===== config.mk =====
export PLATFORM = sky130hd
export DESIGN_NAME = lsu_align_check
export DESIGN_NICKNAME = d
export VERILOG_FILES = /design/src/rtl/lsac_pkg.sv /design/src/rtl/lsac_decode.sv /design/src/rtl/lsac_store_steer.sv /design/src/rtl/lsac_load_steer.sv /design/src/rtl/lsu_align_check.sv
export SDC_FILE = /design/constraint.sdc
export NUM_CORES = 1
export LEC_CHECK = 0
export ABC_AREA = 1
export BUFFER_PORTS_ARGS = -buffer_cell sky130_fd_sc_hd__buf_2
export CAP_MARGIN = 20
export CORE_MARGIN = 2
export CORE_UTILIZATION = 52
export CTS_CLUSTER_DIAMETER = 50
export DETAILED_ROUTE_END_ITERATION = 7
export GPL_ROUTABILITY_DRIVEN = 0
export PLACE_DENSITY = 0.82
export REMOVE_ABC_BUFFERS = 1
export SLEW_MARGIN = 0
export SYNTH_ARGS = -nofsm -noshare
export SYNTH_HDL_FRONTEND = slang
export SYNTH_HIERARCHICAL = 1
export SYNTH_SLANG_ARGS = --single-unit
export TNS_END_PERCENT = 50

===== constraint.sdc =====
create_clock -name clk -period 1.8 [get_ports clk]
set_input_delay 0.18 -clock clk [delete_from_list [all_inputs] [get_ports clk]]
set_output_delay 0.18 -clock clk [all_outputs]
set_load 0.01 [all_outputs]

===== src/rtl/lsac_pkg.sv =====
// Package: shared access-size encoding and trap codes for the alignment checker.
// Assumes: size encoding is fixed by the requester (0 byte .. 3 doubleword).
package lsac_pkg;
    typedef enum logic [1:0] {
        SZ_BYTE  = 2'd0,
        SZ_HALF  = 2'd1,
        SZ_WORD  = 2'd2,
        SZ_DWORD = 2'd3
    } acc_size_e;

    localparam int unsigned TT_W       = 8;
    localparam logic [7:0]  TT_MISALIGN = 8'h07;
    localparam logic [7:0]  TT_BAD_PAIR = 8'h02;
endpackage


===== src/rtl/lsac_decode.sv =====
// Module: lsac_decode
// Classifies one request: natural-alignment fault, odd register pair fault,
// and the lane mask. Lane bit 3 is the lowest-addressed (most significant) byte.
// Assumes: purely combinational; priority between faults is resolved by the caller.
module lsac_decode
    import lsac_pkg::*;
#(
    parameter int unsigned REG_W = 5
) (
    input  acc_size_e        size,
    input  logic [2:0]       addr_lo,
    input  logic [REG_W-1:0] rd,
    output logic             misalign,
    output logic             bad_pair,
    output logic [3:0]       be
);
    // Alignment test for each access size
    always_comb begin
        unique case (size)
            SZ_BYTE:  misalign = 1'b0;
            SZ_HALF:  misalign = addr_lo[0];
            SZ_WORD:  misalign = |addr_lo[1:0];
            default:  misalign = |addr_lo[2:0];
        endcase
    end

    // A doubleword must name the even register of a pair
    assign bad_pair = (size == SZ_DWORD) && rd[0];

    // Lane mask: the access starts at lane (3 - offset) and runs downward
    always_comb begin
        unique case (size)
            SZ_BYTE:  be = 4'b1000 >> addr_lo[1:0];
            SZ_HALF:  be = 4'b1100 >> addr_lo[1:0];
            default:  be = 4'b1111;
        endcase
    end
endmodule


===== src/rtl/lsac_store_steer.sv =====
// Module: lsac_store_steer
// Moves right-justified store data into the big-endian lanes chosen by the offset.
// Assumes: offset already checked for alignment; word and doubleword pass through.
module lsac_store_steer
    import lsac_pkg::*;
#(
    parameter int unsigned DATA_W = 32
) (
    input  acc_size_e         size,
    input  logic [1:0]        off,
    input  logic [DATA_W-1:0] wdata,
    output logic [DATA_W-1:0] lanes
);
    localparam int unsigned SH_W = $clog2(DATA_W);

    logic [SH_W-1:0] shamt;

    // Shift amount puts the access's last byte at lane (3 - offset - n + 1)
    always_comb begin
        unique case (size)
            SZ_BYTE: shamt = SH_W'((3 - off) * 8);
            SZ_HALF: shamt = SH_W'((2 - off) * 8);
            default: shamt = '0;
        endcase
    end

    // Select and place the significant bytes
    always_comb begin
        unique case (size)
            SZ_BYTE: lanes = {{(DATA_W-8){1'b0}},  wdata[7:0]}  << shamt;
            SZ_HALF: lanes = {{(DATA_W-16){1'b0}}, wdata[15:0]} << shamt;
            default: lanes = wdata;
        endcase
    end
endmodule


===== src/rtl/lsac_load_steer.sv =====
// Module: lsac_load_steer
// Pulls a byte or half-word out of a big-endian read word, right-justifies it
// and extends it. Word and doubleword beats are returned unchanged.
// Assumes: offset is aligned for the size.
module lsac_load_steer
    import lsac_pkg::*;
#(
    parameter int unsigned DATA_W = 32
) (
    input  acc_size_e         size,
    input  logic [1:0]        off,
    input  logic              sext,
    input  logic [DATA_W-1:0] rdata,
    output logic [DATA_W-1:0] data
);
    localparam int unsigned SH_W = $clog2(DATA_W);

    logic [DATA_W-1:0] shifted;

    // Bring the addressed bytes down to bit 0
    always_comb begin
        unique case (size)
            SZ_BYTE: shifted = rdata >> SH_W'((3 - off) * 8);
            SZ_HALF: shifted = rdata >> SH_W'((2 - off) * 8);
            default: shifted = rdata;
        endcase
    end

    // Extend the narrow value with zeros or its top bit
    always_comb begin
        unique case (size)
            SZ_BYTE: data = {{(DATA_W-8){sext & shifted[7]}},   shifted[7:0]};
            SZ_HALF: data = {{(DATA_W-16){sext & shifted[15]}}, shifted[15:0]};
            default: data = shifted;
        endcase
    end
endmodule


===== src/rtl/lsu_align_check.sv =====
// Module: lsu_align_check (top)
// Accepts one load/store request per cycle, checks natural alignment and the
// even-register rule for doublewords, and on the next clock issues a memory
// beat or a one-cycle trap. A doubleword is split into two word beats; the
// even register takes the lower address.
// Assumes: memory returns mem_rdata combinationally for mem_addr.
module lsu_align_check
    import lsac_pkg::*;
#(
    parameter int unsigned ADDR_W = 32,
    parameter int unsigned DATA_W = 32,
    parameter int unsigned REG_W  = 5
) (
    input  logic                clk,
    input  logic                rst_n,
    input  logic                req_valid,
    output logic                req_ready,
    input  logic                req_store,
    input  logic [1:0]          req_size,
    input  logic                req_sext,
    input  logic [ADDR_W-1:0]   req_addr,
    input  logic [2*DATA_W-1:0] req_wdata,
    input  logic [REG_W-1:0]    req_rd,
    output logic                mem_valid,
    output logic                mem_we,
    output logic [ADDR_W-1:0]   mem_addr,
    output logic [3:0]          mem_be,
    output logic [DATA_W-1:0]   mem_wdata,
    output logic                mem_beat,
    input  logic [DATA_W-1:0]   mem_rdata,
    output logic                ld_valid,
    output logic [REG_W-1:0]    ld_rd,
    output logic [DATA_W-1:0]   ld_data,
    output logic                trap_valid,
    output logic [TT_W-1:0]     trap_type
);
    localparam int unsigned BYTES_W = DATA_W / 8;

    acc_size_e         size_in;
    logic              misalign, bad_pair, accept;
    logic [3:0]        be_in;
    logic [DATA_W-1:0] st_lanes;

    // Held state of the issued beat
    acc_size_e         r_size;
    logic [1:0]        r_off;
    logic              r_sext;
    logic              pend;
    logic [DATA_W-1:0] pend_wdata;

    assign size_in   = acc_size_e'(req_size);
    assign req_ready = !pend;
    assign accept    = req_valid && req_ready;

    lsac_decode #(.REG_W(REG_W)) u_decode (
        .size     (size_in),
        .addr_lo  (req_addr[2:0]),
        .rd       (req_rd),
        .misalign (misalign),
        .bad_pair (bad_pair),
        .be       (be_in)
    );

    lsac_store_steer #(.DATA_W(DATA_W)) u_st (
        .size  (size_in),
        .off   (req_addr[1:0]),
        .wdata (req_wdata[DATA_W-1:0]),
        .lanes (st_lanes)
    );

    lsac_load_steer #(.DATA_W(DATA_W)) u_ld (
        .size  (r_size),
        .off   (r_off),
        .sext  (r_sext),
        .rdata (mem_rdata),
        .data  (ld_data)
    );

    assign ld_valid = mem_valid && !mem_we;

    // Request acceptance, trap generation and doubleword beat sequencing
    always_ff @(posedge clk) begin
        if (!rst_n) begin
            mem_valid  <= 1'b0;
            mem_we     <= 1'b0;
            mem_addr   <= '0;
            mem_be     <= '0;
            mem_wdata  <= '0;
            mem_beat   <= 1'b0;
            ld_rd      <= '0;
            r_size     <= SZ_BYTE;
            r_off      <= '0;
            r_sext     <= 1'b0;
            pend       <= 1'b0;
            pend_wdata <= '0;
            trap_valid <= 1'b0;
            trap_type  <= '0;
        end else begin
            mem_valid  <= 1'b0;
            trap_valid <= 1'b0;
            if (accept) begin
                if (misalign) begin
                    trap_valid <= 1'b1;
                    trap_type  <= TT_MISALIGN;
                end else if (bad_pair) begin
                    trap_valid <= 1'b1;
                    trap_type  <= TT_BAD_PAIR;
                end else begin
                    mem_valid <= 1'b1;
                    mem_we    <= req_store;
                    mem_addr  <= {req_addr[ADDR_W-1:2], 2'b00};
                    mem_be    <= be_in;
                    mem_beat  <= 1'b0;
                    ld_rd     <= req_rd;
                    r_size    <= size_in;
                    r_off     <= req_addr[1:0];
                    r_sext    <= req_sext;
                    if (size_in == SZ_DWORD) begin
                        mem_wdata  <= req_wdata[2*DATA_W-1:DATA_W];
                        pend_wdata <= req_wdata[DATA_W-1:0];
                        pend       <= 1'b1;
                    end else begin
                        mem_wdata <= st_lanes;
                    end
                end
            end else if (pend) begin
                mem_valid <= 1'b1;
                mem_addr  <= mem_addr + ADDR_W'(BYTES_W);
                mem_be    <= '1;
                mem_wdata <= pend_wdata;
                mem_beat  <= 1'b1;
                ld_rd     <= ld_rd | REG_W'(1);
                pend      <= 1'b0;
            end
        end
    end

    // a trap cycle never carries a memory beat
    assert_trap_no_beat_R5: assert property (@(posedge clk) disable iff (!rst_n)
        !(trap_valid && mem_valid));

    // every trap cycle comes from a request accepted on the previous clock
    assert_trap_from_req_R9: assert property (@(posedge clk) disable iff (!rst_n)
        trap_valid |-> $past(req_valid && req_ready));

    // the register-pair trap only follows a doubleword request
    assert_pair_trap_dword_R6: assert property (@(posedge clk) disable iff (!rst_n)
        (trap_valid && trap_type == TT_BAD_PAIR) |-> $past(req_size) == 2'd3);

    // a beat always has a word-aligned address and a non-empty mask
    assert_beat_shape_R4: assert property (@(posedge clk) disable iff (!rst_n)
        mem_valid |-> (mem_addr[1:0] == 2'b00 && mem_be != 4'b0000));

    // a first beat with the unit busy is followed by the second beat four bytes on
    assert_second_beat_R7: assert property (@(posedge clk) disable iff (!rst_n)
        (mem_valid && !mem_beat && !req_ready) |=>
            (mem_valid && mem_beat && mem_addr == $past(mem_addr) + ADDR_W'(4)));

    // idle while the unit is not busy means ready
    assert_ready_idle_R1: assert property (@(posedge clk) disable iff (!rst_n)
        (!mem_valid) |-> req_ready);
endmodule


# Yosys cells after proc, flatten, opt, wreduce, memory -nomap -nowiden
# Index checks and enable logic that the tools add are counted.
# word_totals
reg_bits,123
input_bits,140
out_inout_bits,119
wordCells,88
# classes
n_addsub,5
eq_ne,6
n_shift,6
mux,35
bitwise_logic,4
n_reduce_logical,17
# ops
operator,count
32-bit 2-to-1 mux,9
32-bit one-hot mux with 2 select lines,3
32-bit by 5-bit >> shifter with 32-bit output,2
32-bit by 3-bit adder with 32-bit output (second input constant),1
16-bit by 5-bit << shifter with 32-bit output,1
8-bit by 5-bit << shifter with 32-bit output,1
4-bit 2-to-1 mux,4
8-bit 2-to-1 mux,2
5-bit 2-to-1 mux,3
1-bit 2-to-1 mux,11
5-bit one-hot mux with 2 select lines,1
3-bit AND reduction,3
4-bit one-hot mux with 2 select lines,1
4-bit by 2-bit >> shifter with 4-bit output (first input constant),2
2-bit subtractor (first input constant),4
2-bit by 1-bit == test with 1-bit output (second input constant),2
2-bit == test (second input constant),2
2-bit logical NOT,2
2-bit != test (second input constant),2
2-bit AND reduction,2
4-bit AND reduction,1
2-bit nonzero test,2
1-bit logical AND,3
1-bit one-hot mux with 3 select lines,1
5 further kinds,8

# Longest topological paths before layout
# depth
word_depth,8
mapped_depth,14
ltp_nobuf,13

# Cells and area by module
# Netlist, hierarchy kept.
# by_module_without_submodules
module,instances,cells_per_inst,area_each_um2,seq_area_each_um2
lsu_align_check,1,878,5741.8,2302.2
lsac_load_steer,1,215,1103.6,0.0
lsac_store_steer,1,175,908.4,0.0
lsac_decode,1,25,101.3,0.0

# Worst setup path before layout
# OpenSTA, ideal clock, no wires.
# synth_timing
path_kind,reg-to-output
from,register r_size[1]
to,output port ld_data[8]
t_arrival_ns,1.402
required_time_ns,1.620
slack_ns,0.218
path_stages_with_launch,11
path_cell_list,dfxtp_1 buf_6 inv_4 nand2_1 nand2_1 nand2_1 buf_2 nand3_1 nand2_1 a21oi_1 o21ai_0
# synth_via
elab_chain_len,4
elab_cells_between_ends,5
# synth_lines
item,line_no,text
"start, declared",lsu_align_check.sv:45,acc_size_e r_size;
"start signal, assigned",lsu_align_check.sv:115,r_size <= size_in;
2-bit by 1-bit == test with 1-bit output or 2-bit logical NOT (tied branches),"lsac_load_steer.sv:22, lsac_load_steer.sv:31",
32-bit one-hot mux with 2 select lines,lsac_load_steer.sv:22,unique case (size)
1-bit bitwise AND,lsac_load_steer.sv:32,"SZ_BYTE: data = {{(DATA_W-8){sext & shifted[7]}}, shifted[7:0]};"
32-bit one-hot mux with 2 select lines (*),lsac_load_steer.sv:31,unique case (size)
"end, declared",lsu_align_check.sv:33,"output logic [DATA_W-1:0] ld_data,"
# Mark *: on every way between the ends. The rest lies on a longest branch, timed or not.

# Worst setup path in the final report
# layout_timing
from,register r_size[1]
to,output port ld_data[9]
# The elaborated chain is that of the path after synthesis.

==> results.yml <==
run_status:
  status: "finished with violations"
  failed_checks: "setup timing"
setup_path:
  critPathMaxFanout: 14
  cp_data_required_time_ns: 1.62
  reg2reg_to: "mem_addr[30]$_SDFFE_PN0P_"
  rr_worst_depth: 9
  arrival_ns: 1.95
  critPathLaunch: "r_size[1]$_SDFFE_PN0P_"
  reg2reg_from: "mem_addr[6]$_SDFFE_PN0P_"
  crit_type: "reg -> out"
  r2r_setup_slack_ns: 0.14
  cp-end-kind: "output port"
  crit_path_start_kind: "flip-flop"
clocking:
  cts_tree: "built"
  root_buffer: "clkbuf_16"
  cts_made_buffers: 17
  cts.path.max_buffers: 2
  path_clk_slew_ns: 0.05
  clock_latency_ns: 0.43
  cts_sinks: 115
  h-tree-depth: 4
cells_and_area:
  fill_cells: 1282
  areaGrowthSynthToFinish_pct: 32.4
  drive_above_1_share_pct: 28.5
  design_area_um2: 10400
  finish.net_count: 1687
logic_synthesis:
  synthDistinctLibCells: 42
  synth_compound_area_share_pct: 18.5
  ys_warn_count: 6
  synth_top_family_by_area: "simple AND/OR/NAND/NOR gates"
  synth_xor_area_share_pct: 0.112
  seq_area_frac_synth_pct: 29.3
  synth_adder_area_share_pct: 0.159
  synth_area_um2: 7860
  syn_avg_cell_area_um2: 6.08
  synthMuxAreaShare_pct: 0.255
  synth-simple-area-share_pct: 39.5
  ys_ff_latch: 115
  syn_inst: 1293
detailed_routing:
  drt_iter0_drc: 965
  routed-via-count: 9541
  vias_per_cell: 5.47
  routedWlPerCell_um: 15.1
  drc_errors: 0
  first_pass_iters: 8
  finalWirelength_um: 26300
  ant_nets: 0
global_routing:
  use_met1_pct: 38.6
  gr-total-overflow: 0
  grt_max_degree: 81
  top_usage_layer: "met2"
  grt_pass1_wl_um: 41200
  use_met2_pct: 52.4
  grt_use_total_pct: 31.4
  grtUsageMet3_pct: 7.25
  antenna_found_initial: 2
  grt_pass1_vias: 8596
min_path:
  min_delay_path_depth: 3
  holdCritPathClass: "in -> reg"
  holdPathEnd: "ld_rd[1]$_SDFFE_PN0P_"
  worstHoldStart: "req_rd[1]"
floorplanning:
  start_util_pct: 53.6
  rows: 44
  fp.dieArea_um2: 16100
  io_pins: 259
  fp.coreArea_um2: 14600
  die_w_um: 127
  die_y_um: 127
placed_design:
  post-dp-hpwl_um: 18000
  placed_cell_area_um2: 9340
  numPortBuffers: 251
timing:
  setup_viol: 32
  period_share_pct: 118
  max_slew_margin_pct: 51.7
  rsz0062_at_grt: "true"
  min_period_ns: 2.13
  fmax_mhz: 470
  hold_viol: 0
  layout_setup_ws_ns: -0.328
  clock_skew_ns: 0.0102
  tightest_slew_ns: 0.725
  slew_viol_final: 0
power:
  ir_worst_vdd_mv: 0.715
  p_per_area_nw_per_um2: 817
  total_power_mw: 8.50
  p_leak_nw: 5.14
job:
  drv_cap: 0
-- worst max-delay path, stage by stage (launching register included) --
cell and delay [ns]:
dfxtp_4 0.35, buf_6 0.13, nor2_8 0.12, nand3_2 0.09, nand2_4 0.09, buf_6 0.16
o21ai_0 0.09, o21ai_0 0.19, nand2_1 0.11, nand3_2 0.09, buf_6 0.10
-- timing repair --
action	in CTS	in global routing
buffers inserted	4	2
cloned	1	1
resized for setup	52	33
hold buffers	1	0
endpoints found under the setup margin	32	37
hold endpoints to repair	1	0
pin swaps	5	4
-- cell usage after synthesis, drive strengths merged --
master | n | share of area, %
o21ai | 191 | 12
dfxtp | 115 | 29
nor3b | 1 | 0.096
nor2 | 213 | 11
a21boi | 1 | 0.096
o22ai | 2 | 0.16
o211ai | 2 | 0.19
a21oi | 76 | 4.8
inv | 108 | 5.3
dlygate4sd1 | 2 | 0.22
o31ai | 4 | 0.38
nand3 | 116 | 9.4
mux2i | 2 | 0.25
o221a | 4 | 0.57
nor3 | 1 | 0.064
o21bai | 1 | 0.096
nand3b | 2 | 0.19
xor2 | 1 | 0.11
conb | 1 | 0.048
nand2 | 357 | 18
nand4 | 9 | 0.91
clkbuf | 27 | 1.3
buf | 56 | 5.2
ha | 1 | 0.16
-- power breakdown --
group          internal [mW]  total, mW  leakage [nW]  switching [mW]
combinational          0.896       2.15          3.91            1.26
clock                   2.28       3.50         0.289            1.22
sequential              2.72       2.85         0.943           0.129
total                   5.89       8.50          5.14            2.60
-- area by class of cell --
| class | count | area [um^2] | area share, % |
|---|---|---|---|
| clock inverters | 9 | 128 | 1.23 |
| multi-input cells | 991 | 4800 | 46.1 |
| diodes | 1 | 2.50 | 0.0241 |
| repair buffers | 313 | 2030 | 19.5 |
| well taps | 184 | 230 | 2.21 |
| clock buffers | 23 | 478 | 4.59 |
| inverters | 108 | 418 | 4.02 |
| flip-flops and latches | 115 | 2310 | 22.3 |
-- per-layer routing --
layer	vias up	wire length, um
met2	537	12400
met3	78	2540
met4	0	714
met5	-	0
li1	4671	-
met1	4255	10600
-- how the worst max path moves through the flow --
stage	cells after the start	to
4_1_cts	11	ld_data[18]
5_1_grt	10	ld_data[9]
3_3_place_gp	10	mem_wdata[30]$_SDFFE_PN0P_
2_1_floorplan	6	pend_wdata[0]$_SDFFE_PN0P_
6_report	10	ld_data[9]
3_5_place_dp	11	mem_wdata[21]$_SDFFE_PN0P_
-- through the flow --
stage	std cells	hold slack, ns	utilization, %	worst slack [ns]	TNS [ns]
after floorplan	1214	0.293	-	-1.14	-104.28
after global placement	1702	0.429	63.8	0.111	0
after detailed placement	1702	0.433	63.8	0.0307	0
after CTS	1740	0.00627	69.6	-0.237	-5.98
after global routing	1744	0.0385	71.0	-0.378	-10.23
final	1744	0.0115	71.0	-0.328	-8.20
-- cells by family after synthesis --
family,after synthesis
adders and majority gates,1
and+or+nand+nor,699
buffers and inverters,193
muxes,2
xor gates and xnor gates,1
DFF,115
other,1
AOI/OAI and AO/OA,281
-- registers in the layout (all words and copies together), names as in the netlist --
name        count
r_sext          1
pend            1
mem_beat        1
ld_rd           5
mem_be          4
r_off           2
mem_wdata      32
mem_we          1
r_size          2
pend_wdata     32
trap_valid      1
mem_addr       30
mem_valid       1
trap_type       2
-- placed cells by master, fill, tap and decap left out, types with 3 or more instances in the layout --
cell / instances
nand2_1: 337
buf_2: 232
nor2_1: 199
o21ai_0: 164
dfxtp_1: 111
inv_1: 95
nand3_1: 74
a21oi_1: 72
buf_4: 44
nand3_2: 33
o21ai_1: 26
buf_6: 23
clkbuf_16: 18
nand2_2: 14
nor2_2: 11
buf_12: 11
inv_2: 9
nand3_4: 9
nand4_1: 8
conb_1: 7
nand2_4: 5
o221a_2: 4
a21oi_2: 4
o31ai_1: 4
inv_4: 3
clkbuf_1: 3
clkbuf_8: 3
bufinv_16: 3
clkinvlp_4: 3
clkinv_2: 3
dfxtp_4: 3
No activity file was read; power rests on OpenSTA's default activity.
